**config.mk**
```make
export PLATFORM = sky130hd
export DESIGN_NAME = popc_systolic
export DESIGN_NICKNAME = d
export VERILOG_FILES = /design/src/rtl/popc_pkg.sv /design/src/rtl/popc_skew.sv /design/src/rtl/popc_csa_row.sv /design/src/rtl/popc_settle.sv /design/src/rtl/popc_systolic.sv
export SDC_FILE = /design/constraint.sdc
export NUM_CORES = 1
export LEC_CHECK = 0
export BUFFER_PORTS_ARGS = -buffer_cell sky130_fd_sc_hd__buf_2
export CAP_MARGIN = 10
export CORE_MARGIN = 4
export CORE_UTILIZATION = 31
export DETAILED_ROUTE_END_ITERATION = 12
export GPL_TIMING_DRIVEN = 1
export PLACE_DENSITY = 0.55
export SETUP_SLACK_MARGIN = 0.1
export SYNTH_ARGS = -nofsm -noshare
export SYNTH_HDL_FRONTEND = slang
export SYNTH_HIERARCHICAL = 1
export SYNTH_SLANG_ARGS = --single-unit
```
**constraint.sdc**
```tcl
create_clock -name clk -period 0.9 [get_ports clk]
set_clock_uncertainty 0.05 [all_clocks]
set_input_delay 0 -clock clk [delete_from_list [all_inputs] [get_ports clk]]
set_output_delay 0 -clock clk [all_outputs]
set_load 0.05 [all_outputs]
```
**src/rtl/popc_pkg.sv**
```systemverilog
`timescale 1ns/1ps
package popc_pkg;

  // bits needed to hold a count from 0 to n inclusive
  function automatic int unsigned count_width(input int unsigned n);
    return $clog2(n + 1);
  endfunction

  // half-adder layers needed to flatten a redundant pair of that width
  function automatic int unsigned settle_depth(input int unsigned n);
    return count_width(n);
  endfunction

endpackage

```
**src/rtl/popc_skew.sv**
```systemverilog
`timescale 1ns/1ps
// Triangular delay lattice: lane k delays its bit by k cycles.
module popc_skew #(
  parameter int unsigned W = 16
) (
  input  logic         clk,
  input  logic [W-1:0] in_vec,
  output logic [W-1:0] out_bits
);

  assign out_bits[0] = in_vec[0];

  for (genvar k = 1; k < W; k++) begin : g_lane
    logic [k-1:0] lane_q;
    if (k == 1) begin : g_one
      always_ff @(posedge clk) begin
        lane_q <= in_vec[k];
      end
    end else begin : g_many
      always_ff @(posedge clk) begin
        lane_q <= {lane_q[k-2:0], in_vec[k]};
      end
    end
    assign out_bits[k] = lane_q[k-1];
  end

endmodule

```
**src/rtl/popc_csa_row.sv**
```systemverilog
`timescale 1ns/1ps
// One accumulator row: folds a single bit into a redundant (sum, carry) pair.
module popc_csa_row #(
  parameter int unsigned CW = 5
) (
  input  logic          clk,
  input  logic          rst_n,
  input  logic          up_valid,
  input  logic [CW-1:0] up_sum,
  input  logic [CW-1:0] up_carry,
  input  logic          side_bit,
  output logic          dn_valid,
  output logic [CW-1:0] dn_sum,
  output logic [CW-1:0] dn_carry
);

  logic [CW-1:0] bit_vec;
  logic [CW-1:0] sum_d, carry_d;
  logic [CW-1:0] sum_q, carry_q;
  logic          valid_q;

  always_comb begin
    bit_vec = '0;
    bit_vec[0] = side_bit;
    sum_d   = up_sum ^ up_carry ^ bit_vec;
    carry_d = ((up_sum & up_carry) | (up_sum & bit_vec) | (up_carry & bit_vec)) << 1;
  end

  always_ff @(posedge clk or negedge rst_n) begin
    if (!rst_n) begin
      valid_q <= 1'b0;
    end else begin
      valid_q <= up_valid;
    end
  end

  always_ff @(posedge clk) begin
    if (up_valid) begin
      sum_q   <= sum_d;
      carry_q <= carry_d;
    end
  end

  assign dn_valid = valid_q;
  assign dn_sum   = sum_q;
  assign dn_carry = carry_q;

endmodule

```
**src/rtl/popc_settle.sv**
```systemverilog
`timescale 1ns/1ps
// One half-adder layer: moves carries up by one place while keeping the pair's value.
module popc_settle #(
  parameter int unsigned CW = 5
) (
  input  logic          clk,
  input  logic          rst_n,
  input  logic          up_valid,
  input  logic [CW-1:0] up_sum,
  input  logic [CW-1:0] up_carry,
  output logic          dn_valid,
  output logic [CW-1:0] dn_sum,
  output logic [CW-1:0] dn_carry
);

  logic [CW-1:0] sum_d, carry_d;
  logic [CW-1:0] sum_q, carry_q;
  logic          valid_q;

  always_comb begin
    sum_d   = up_sum ^ up_carry;
    carry_d = (up_sum & up_carry) << 1;
  end

  always_ff @(posedge clk or negedge rst_n) begin
    if (!rst_n) begin
      valid_q <= 1'b0;
    end else begin
      valid_q <= up_valid;
    end
  end

  always_ff @(posedge clk) begin
    if (up_valid) begin
      sum_q   <= sum_d;
      carry_q <= carry_d;
    end
  end

  assign dn_valid = valid_q;
  assign dn_sum   = sum_q;
  assign dn_carry = carry_q;

endmodule

```
**src/rtl/popc_systolic.sv**
```systemverilog
`timescale 1ns/1ps
module popc_systolic #(
  parameter int unsigned W  = 16,
  parameter int unsigned CW = popc_pkg::count_width(W)
) (
  input  logic          clk,
  input  logic          rst_n,
  input  logic          in_valid,
  input  logic [W-1:0]  in_vec,
  output logic          out_valid,
  output logic [CW-1:0] out_count
);

  localparam int unsigned RS = popc_pkg::settle_depth(W);

  // reset: asynchronous assert, two-flop synchronous release
  logic [1:0] rsync_q;
  logic       rst_sync_n;

  always_ff @(posedge clk or negedge rst_n) begin
    if (!rst_n) begin
      rsync_q <= 2'b00;
    end else begin
      rsync_q <= {rsync_q[0], 1'b1};
    end
  end
  assign rst_sync_n = rsync_q[1];

  // skew lattice
  logic [W-1:0] lane_bits;

  popc_skew #(.W(W)) u_skew (
    .clk      (clk),
    .in_vec   (in_vec),
    .out_bits (lane_bits)
  );

  // accumulator column
  logic [W:0]         row_v;
  logic [W:0][CW-1:0] row_s;
  logic [W:0][CW-1:0] row_c;

  assign row_v[0] = in_valid;
  assign row_s[0] = '0;
  assign row_c[0] = '0;

  for (genvar k = 0; k < W; k++) begin : g_row
    popc_csa_row #(.CW(CW)) u_row (
      .clk      (clk),
      .rst_n    (rst_sync_n),
      .up_valid (row_v[k]),
      .up_sum   (row_s[k]),
      .up_carry (row_c[k]),
      .side_bit (lane_bits[k]),
      .dn_valid (row_v[k+1]),
      .dn_sum   (row_s[k+1]),
      .dn_carry (row_c[k+1])
    );
  end

  // settling pipeline
  logic [RS:0]         st_v;
  logic [RS:0][CW-1:0] st_s;
  logic [RS:0][CW-1:0] st_c;

  assign st_v[0] = row_v[W];
  assign st_s[0] = row_s[W];
  assign st_c[0] = row_c[W];

  for (genvar j = 0; j < RS; j++) begin : g_settle
    popc_settle #(.CW(CW)) u_settle (
      .clk      (clk),
      .rst_n    (rst_sync_n),
      .up_valid (st_v[j]),
      .up_sum   (st_s[j]),
      .up_carry (st_c[j]),
      .dn_valid (st_v[j+1]),
      .dn_sum   (st_s[j+1]),
      .dn_carry (st_c[j+1])
    );
  end

  logic [CW-1:0] fin_carry;
  assign fin_carry = st_c[RS];

  assign out_valid = st_v[RS];
  assign out_count = st_s[RS];

endmodule

```
==> out/results.ini, run 1 <==
[run_status]
status=finished with violations
failed_checks=negative hold slack, negative setup slack

[cells_and_area]
finalNetCount=687
antennaDiodeCount=0
design_area_um2=13000
layout-drive-gt1-share=0.342
area_overhead_vs_synth_pct=26.5

[synthesis]
postSynthAreaPerCell_um2=20.9
syn-cell-area_um2=10200
synth-warning-count=6
post_synth_inst_count=491

[grt]
globalRoute.totalOverflow=0
grtUsageTotal=0.0652
grt_pass1_wl_um=19200
number_of_global_route_vias_before_repair=4094
grt_max_degree=22
antenna_found_initial=0

[power_and_ir_drop]
ir_worst_vdd_mv=1.21
p_comb_frac=0.046
power.internal_uw=26400
cellPowerDensity_nw_per_um2=2550
power.sequential.fraction=0.548
clock_power_frac=0.406
power.switching_uw=6640
switching_share=0.201
static-leakage-power_uw=0.00490

[drt]
vias=3805
wl_per_cell_um=10.5
antenna_violating_nets_post_route=0
drcViolationCount=0
drt_pass1_iterations=4
drt-vias-per-instance=3.62
routed_wl_um=11100
detailedRoute.firstIterationViolations=135

[critical_path]
critical_path.endpoint=g_row[6].u_row/dn_sum[0]
internal_reg_to_reg_setup_slack_ns=-0.27
crit_required_ns=1.10
reg2reg_to=g_row[6].u_row/dn_sum[0]
setup.worst_path.start=g_row[5].u_row/dn_sum[0]
worstSetupEndpointType=flip-flop
path_depth=1
worst_path_largest_cell_delay_ns=0.45
crit-reg2reg-launch=g_row[5].u_row/dn_sum[0]
crit_fanout=1
critical_path.startpoint_type=flip-flop
path_buf_inv=0
arrival_ns=1.37
criticalPathCategory=flip-flop to flip-flop
r2r.worst_path.cells=1
worstPathCellList=fa_2
slowest_stage_cell_crit_path=sky130_fd_sc_hd__fa_2
crit_family=adder cells

[sta]
maxClockFrequency_mhz=854
fin_ws_ns=-0.271
final.min_clock_period_ns=1.17
tns_ns=-10.59
final_max_tran_viols=0
unrepaired_setup_endpoints_after_global_routing=yes
final-hold-violation-count=1
period_share=1.30
finalSetupViolCount=102
hold_slack_ns=-0.211

[clocking]
cts.clk_slew.worst_paths_ns=0.06
clock_tree.root_cell=sky130_fd_sc_hd__clkbuf_16
cts_sinks=328
ctsLongestPathBuffers=3
worst_skew_pair.late_latency_ns=0.51
post_cts_hold_buffer_count=18
htreeDepth=2
clock_tree_from_tritoncts=built
tritoncts.num_buffers=34

[floorplanning]
core_um2=32500
placement_rows=66
die_w_um=190
initial_core_util=0.315
boundaryPins=25
die_height_um=190
floorplan.die_area_um2=36000

[placed_design]
placement.cell_area_um2=10900
numPortBuffers=24
place_congestion=0.660
dpl.hpwl_um=5930

[worst_hold_path]
holdCritPathClass=input port to flip-flop
worstHoldStart=in_vec[0]

[flow_run]
max-cap-violations=0

-- per-layer routing --
| layer | vias up | routed length [um] | track usage |
|---|---|---|---|
| met5 | - | 0 | 0 |
| li1 | 1869 | - | - |
| met1 | 1840 | 4280 | 0.0703 |
| met2 | 62 | 5770 | 0.113 |
| met4 | 0 | 396 | 0.0345 |
| met3 | 34 | 625 | 0.0235 |
-- per-stage QoR --
step	total power, uW	setup slack, ns	util	cells
after global placement	19300	-0.254	0.335	931
final	33100	-0.271	0.398	1051
after global routing	34700	-0.300	0.398	1051
after floorplan	19000	-0.221	-	500
after CTS	33600	-0.284	0.392	1051
after detailed placement	19500	-0.275	0.335	931
-- registers in the layout, indices dropped and copies added (netlist names) --
| register | flops |
|---|---|
| g_row.u_row/dn_carry | 64 |
| g_row.u_row/dn_sum | 80 |
| g_row.u_row/dn_valid | 16 |
| g_settle.u_settle/dn_carry | 16 |
| g_settle.u_settle/dn_sum | 25 |
| g_settle.u_settle/dn_valid | 5 |
| rsync_q | 2 |
| u_skew/g_lane.lane_q | 120 |
-- cell usage in the layout, fill, tap and decap left out, types with 3 or more instances in the layout --
| cell | instances |
|---|---|
| sky130_fd_sc_hd__ha_4 | 27 |
| sky130_fd_sc_hd__dfxtp_1 | 120 |
| sky130_fd_sc_hd__conb_1 | 31 |
| sky130_fd_sc_hd__dfrtp_1 | 3 |
| sky130_fd_sc_hd__ha_2 | 30 |
| sky130_fd_sc_hd__clkbuf_16 | 36 |
| sky130_fd_sc_hd__dfrtp_2 | 20 |
| sky130_fd_sc_hd__ha_1 | 11 |
| sky130_fd_sc_hd__buf_2 | 18 |
| sky130_fd_sc_hd__buf_6 | 47 |
| sky130_fd_sc_hd__dlygate4sd3_1 | 18 |
| sky130_fd_sc_hd__fa_2 | 15 |
| sky130_fd_sc_hd__clkinv_2 | 3 |
| sky130_fd_sc_hd__edfxtp_1 | 185 |
| sky130_fd_sc_hd__clkbuf_1 | 11 |
| sky130_fd_sc_hd__clkbuf_8 | 8 |
| sky130_fd_sc_hd__xor2_1 | 21 |
-- worst min path at each step --
stage	to	cells after the start
5_1_grt	g_row[0].u_row/dn_sum[0]	2
4_1_cts	g_row[0].u_row/dn_sum[0]	2
3_3_place_gp	rsync_q[0]	1
3_5_place_dp	rsync_q[1]	1
2_1_floorplan	rsync_q[0]	0
6_report	g_row[0].u_row/dn_sum[0]	2
-- cell type report --
type | count | area [um^2]
clock inverters | 6 | 51.3
clock buffers | 55 | 1050
multi-input cells | 136 | 1920
flip-flops and latches | 328 | 8560
repair buffers | 84 | 820
fillers | 2921 | 19600
well taps | 442 | 553
-- timing repair --
item / 4_1_cts / 5_1_grt
resized for setup: 91 / 19
endpoints found under the setup margin: 354 / 349
buffers inserted: 41 / 0
hold endpoints to repair: 28 / 1
pin swaps: 19 / 15
-- power by group through the flow --
stage	clock network, uW	logic (uW)	registers, uW
finish	13400	1510	18100
global route	14600	1830	18300
CTS	14000	1500	18100
detailed placement	0	1010	18400
global placement	0	943	18400
floorplan	0	649	18400
Note: power is estimated with default switching activity, not from simulation.
==> inputs of run 2 (changes only) <==
--- a/config.mk
+++ b/config.mk
@@ -11,9 +11,8 @@
 export CORE_UTILIZATION = 31
 export DETAILED_ROUTE_END_ITERATION = 12
 export GPL_TIMING_DRIVEN = 1
-export PLACE_DENSITY = 0.55
+export PLACE_DENSITY_LB_ADDON = 0.25
 export SETUP_SLACK_MARGIN = 0.1
 export SYNTH_ARGS = -nofsm -noshare
 export SYNTH_HDL_FRONTEND = slang
-export SYNTH_HIERARCHICAL = 1
 export SYNTH_SLANG_ARGS = --single-unit
==> run 2 against run 1 <==
Net effect:
- the flow finishes with violations (negative setup slack)
- register-to-register slack gained 0.19 ns
- fmax increased by 4.5%
- final area fell by 20%
- first-iteration DRC count fell by 14%
- combinational power down 36%
- flip-flop and latch count down 46
- worst setup slack improved by 0.050 ns
- sequential share of layout area up 3.0 points
- critical path depth unchanged
- final cell count decreased by 24%
- largest cell class unchanged
==> out/results.ini, run 2 <==
[run_status]
status=finished with violations
failed_checks=negative setup slack

[clocking]
tritoncts.num_buffers=28
ctsLongestPathBuffers=3
clock_tree.root_cell=sky130_fd_sc_hd__clkbuf_16
cts.clk_slew.worst_paths_ns=0.06
worst_skew_pair.late_latency_ns=0.53
cts_sinks=282
clock_tree_from_tritoncts=built
htreeDepth=1

[cells_and_area]
largest_register_ff_count=120
area_overhead_vs_synth_pct=31.1
fillCellCount=2219
antennaDiodeCount=0
final_util=0.413
finalNetCount=518
stdcell_count=797
regMostFlops=u_skew.g_lane.lane_q
mostFrequentLayoutCell=sky130_fd_sc_hd__edfxtp_1
multi_input_comb_area_um2=1290
layout-drive-gt1-share=0.347
layout_common_cells=139 x sky130_fd_sc_hd__edfxtp_1, 120 x sky130_fd_sc_hd__dfxtp_1, 38 x sky130_fd_sc_hd__ha_4
layout.area.seq_um2=7170

[synthesis]
synth-warning-count=0
synth_enable_flop_cells=139
yosysTopAreaCell=sky130_fd_sc_hd__edfxtp_1
post_synth_inst_count=348
syn-cell-area_um2=7930
synth.cells.most_frequent=139 x sky130_fd_sc_hd__edfxtp_1, 120 x sky130_fd_sc_hd__dfxtp_1, 54 x sky130_fd_sc_hd__ha_1
post-synth-top-count-cell=sky130_fd_sc_hd__edfxtp_1
proportion_of_netlist_area_held_by_the_largest_area_contributor=0.527
synth.net_count=421
postSynthAreaPerCell_um2=22.8
yosys_register_bits=282
asr_flop_ratio_synth=0.0816
seq_area_frac_synth=0.902
synthDistinctLibCells=6
yosys-top-cells-area=sky130_fd_sc_hd__edfxtp_1 53%, sky130_fd_sc_hd__dfxtp_1 30%, sky130_fd_sc_hd__ha_1 8.5%, sky130_fd_sc_hd__dfrtp_1 7.3%, sky130_fd_sc_hd__xor2_1 1.2%
ys_dominant_reg_cell=sky130_fd_sc_hd__edfxtp_1

[grt]
grt_use_met2=0.103
grt_pass1_wl_um=14800
grt_max_degree=16
groute.layer.met1.usage=0.0742
number_of_global_route_vias_before_repair=3223
gr-usage-met3=0.0204
antenna_found_initial=0
globalRoute.totalOverflow=0
grtUsageTotal=0.0626
grt-busiest-layer=met2

[drt]
drcViolationCount=0
wl_per_cell_um=10.5
vias=2987
antenna_violating_nets_post_route=0
drt-vias-per-instance=3.75
detailedRoute.firstIterationViolations=116
routed_wl_um=8340
drt_pass1_iterations=3

[floorplanning]
boundaryPins=25
die_w_um=168
floorplan.die_area_um2=28200
placement_rows=58
initial_core_util=0.315
die_height_um=168
core_um2=25200

[power_and_ir_drop]
cellPowerDensity_nw_per_um2=2600
static-leakage-power_uw=0.00385
ir_worst_vdd_mv=1.53

[sta]
fin_ws_ns=-0.221
final-hold-violation-count=0
final.min_clock_period_ns=1.12
finalSetupViolCount=60
period_share=1.25
final_max_tran_viols=0
hold_slack_ns=0.0425
unrepaired_setup_endpoints_after_global_routing=yes
maxClockFrequency_mhz=892
tns_ns=-3.68

[critical_path]
r2r.worst_path.cells=1
worstPathCellList=buf_6
internal_reg_to_reg_setup_slack_ns=-0.08
arrival_ns=1.07
crit_fanout=1
worstSetupEndpointType=output port
worst_path_largest_cell_delay_ns=0.38
crit_required_ns=0.85
slowest_stage_cell_crit_path=sky130_fd_sc_hd__edfxtp_1
path_buf_inv=1
reg2reg_to=g_settle[0].u_settle.dn_sum[2]
crit-reg2reg-launch=g_row[15].u_row.dn_sum[2]
critical_path.startpoint_type=flip-flop
criticalPathCategory=flip-flop to output port
crit_family=flip-flops

[placed_design]
dpl.hpwl_um=4640
numPortBuffers=24
dp.cells=704
post-place-ws_ns=-0.0542
place_congestion=0.648

[worst_hold_path]
holdPathEnd=u_skew.g_lane[7].lane_q[0]
worstHoldStart=in_vec[7]
timing.hold.worst_path_depth=2
holdCritPathClass=input port to flip-flop

[flow_run]
max-cap-violations=0

==> run 2: logic make-up after synthesis <==
| family | Yosys count | share of synthesized area |
|---|---|---|
| xor+xnor | 11 | 0.0122 |
| fa+ha+maj | 54 | 0.0852 |
| flops | 282 | 0.902 |
| other cells | 1 | 0.000473 |
==> run 2: final cells by class <==
cell class / count / share of cell area
sequential: 282 / 0.690
multi-input combinational: 66 / 0.124
clock buffer: 45 / 0.0803
timing repair buffer: 67 / 0.0587
tap: 330 / 0.0397
clock inverter: 7 / 0.00674
==> run 2: what timing repair did <==
item | CTS | global route
buffers inserted | 22 | 0
hold buffers | 19 | 0
setup endpoints to repair | 258 | 239
gates resized for setup | 72 | 22
pin swaps | 7 | 11
endpoints found under the hold margin | 20 | 0
==> run 2: power breakdown <==
part,switching (uW),internal (uW)
logic,405,563
clock network,4460,6390
registers,487,14700
==> run 2: worst max-delay path by stage <==
stage	slack, ns	cells after the start	end	startpoint
after global routing	-0.28	1	out_count[4]	g_settle[4].u_settle.dn_sum[4]
after CTS	-0.26	1	out_count[1]	g_settle[4].u_settle.dn_sum[1]
after detailed placement	-0.05	1	g_row[6].u_row.dn_sum[0]	g_row[5].u_row.dn_sum[0]
after global placement	-0.05	1	g_row[7].u_row.dn_sum[1]	g_row[6].u_row.dn_carry[1]
final	-0.22	1	out_count[3]	g_settle[4].u_settle.dn_sum[3]
after floorplan	-0.02	1	g_row[10].u_row.dn_sum[1]	g_row[9].u_row.dn_carry[1]
==> run 2: per-stage QoR <==
stage                     instance area, um^2  total power [uW]
after floorplan                          8080             15700
after global placement                   8630             15900
after detailed placement                 8630             16000
after CTS                               10200             27400
after global routing                    10400             28400
final                                   10400             27000
==> run 2: layer usage <==
metal	routed length (um)	vias up
met1	3460	1436
met2	4130	53
met3	410	29
met5	0	-
met4	336	0
li1	-	1469
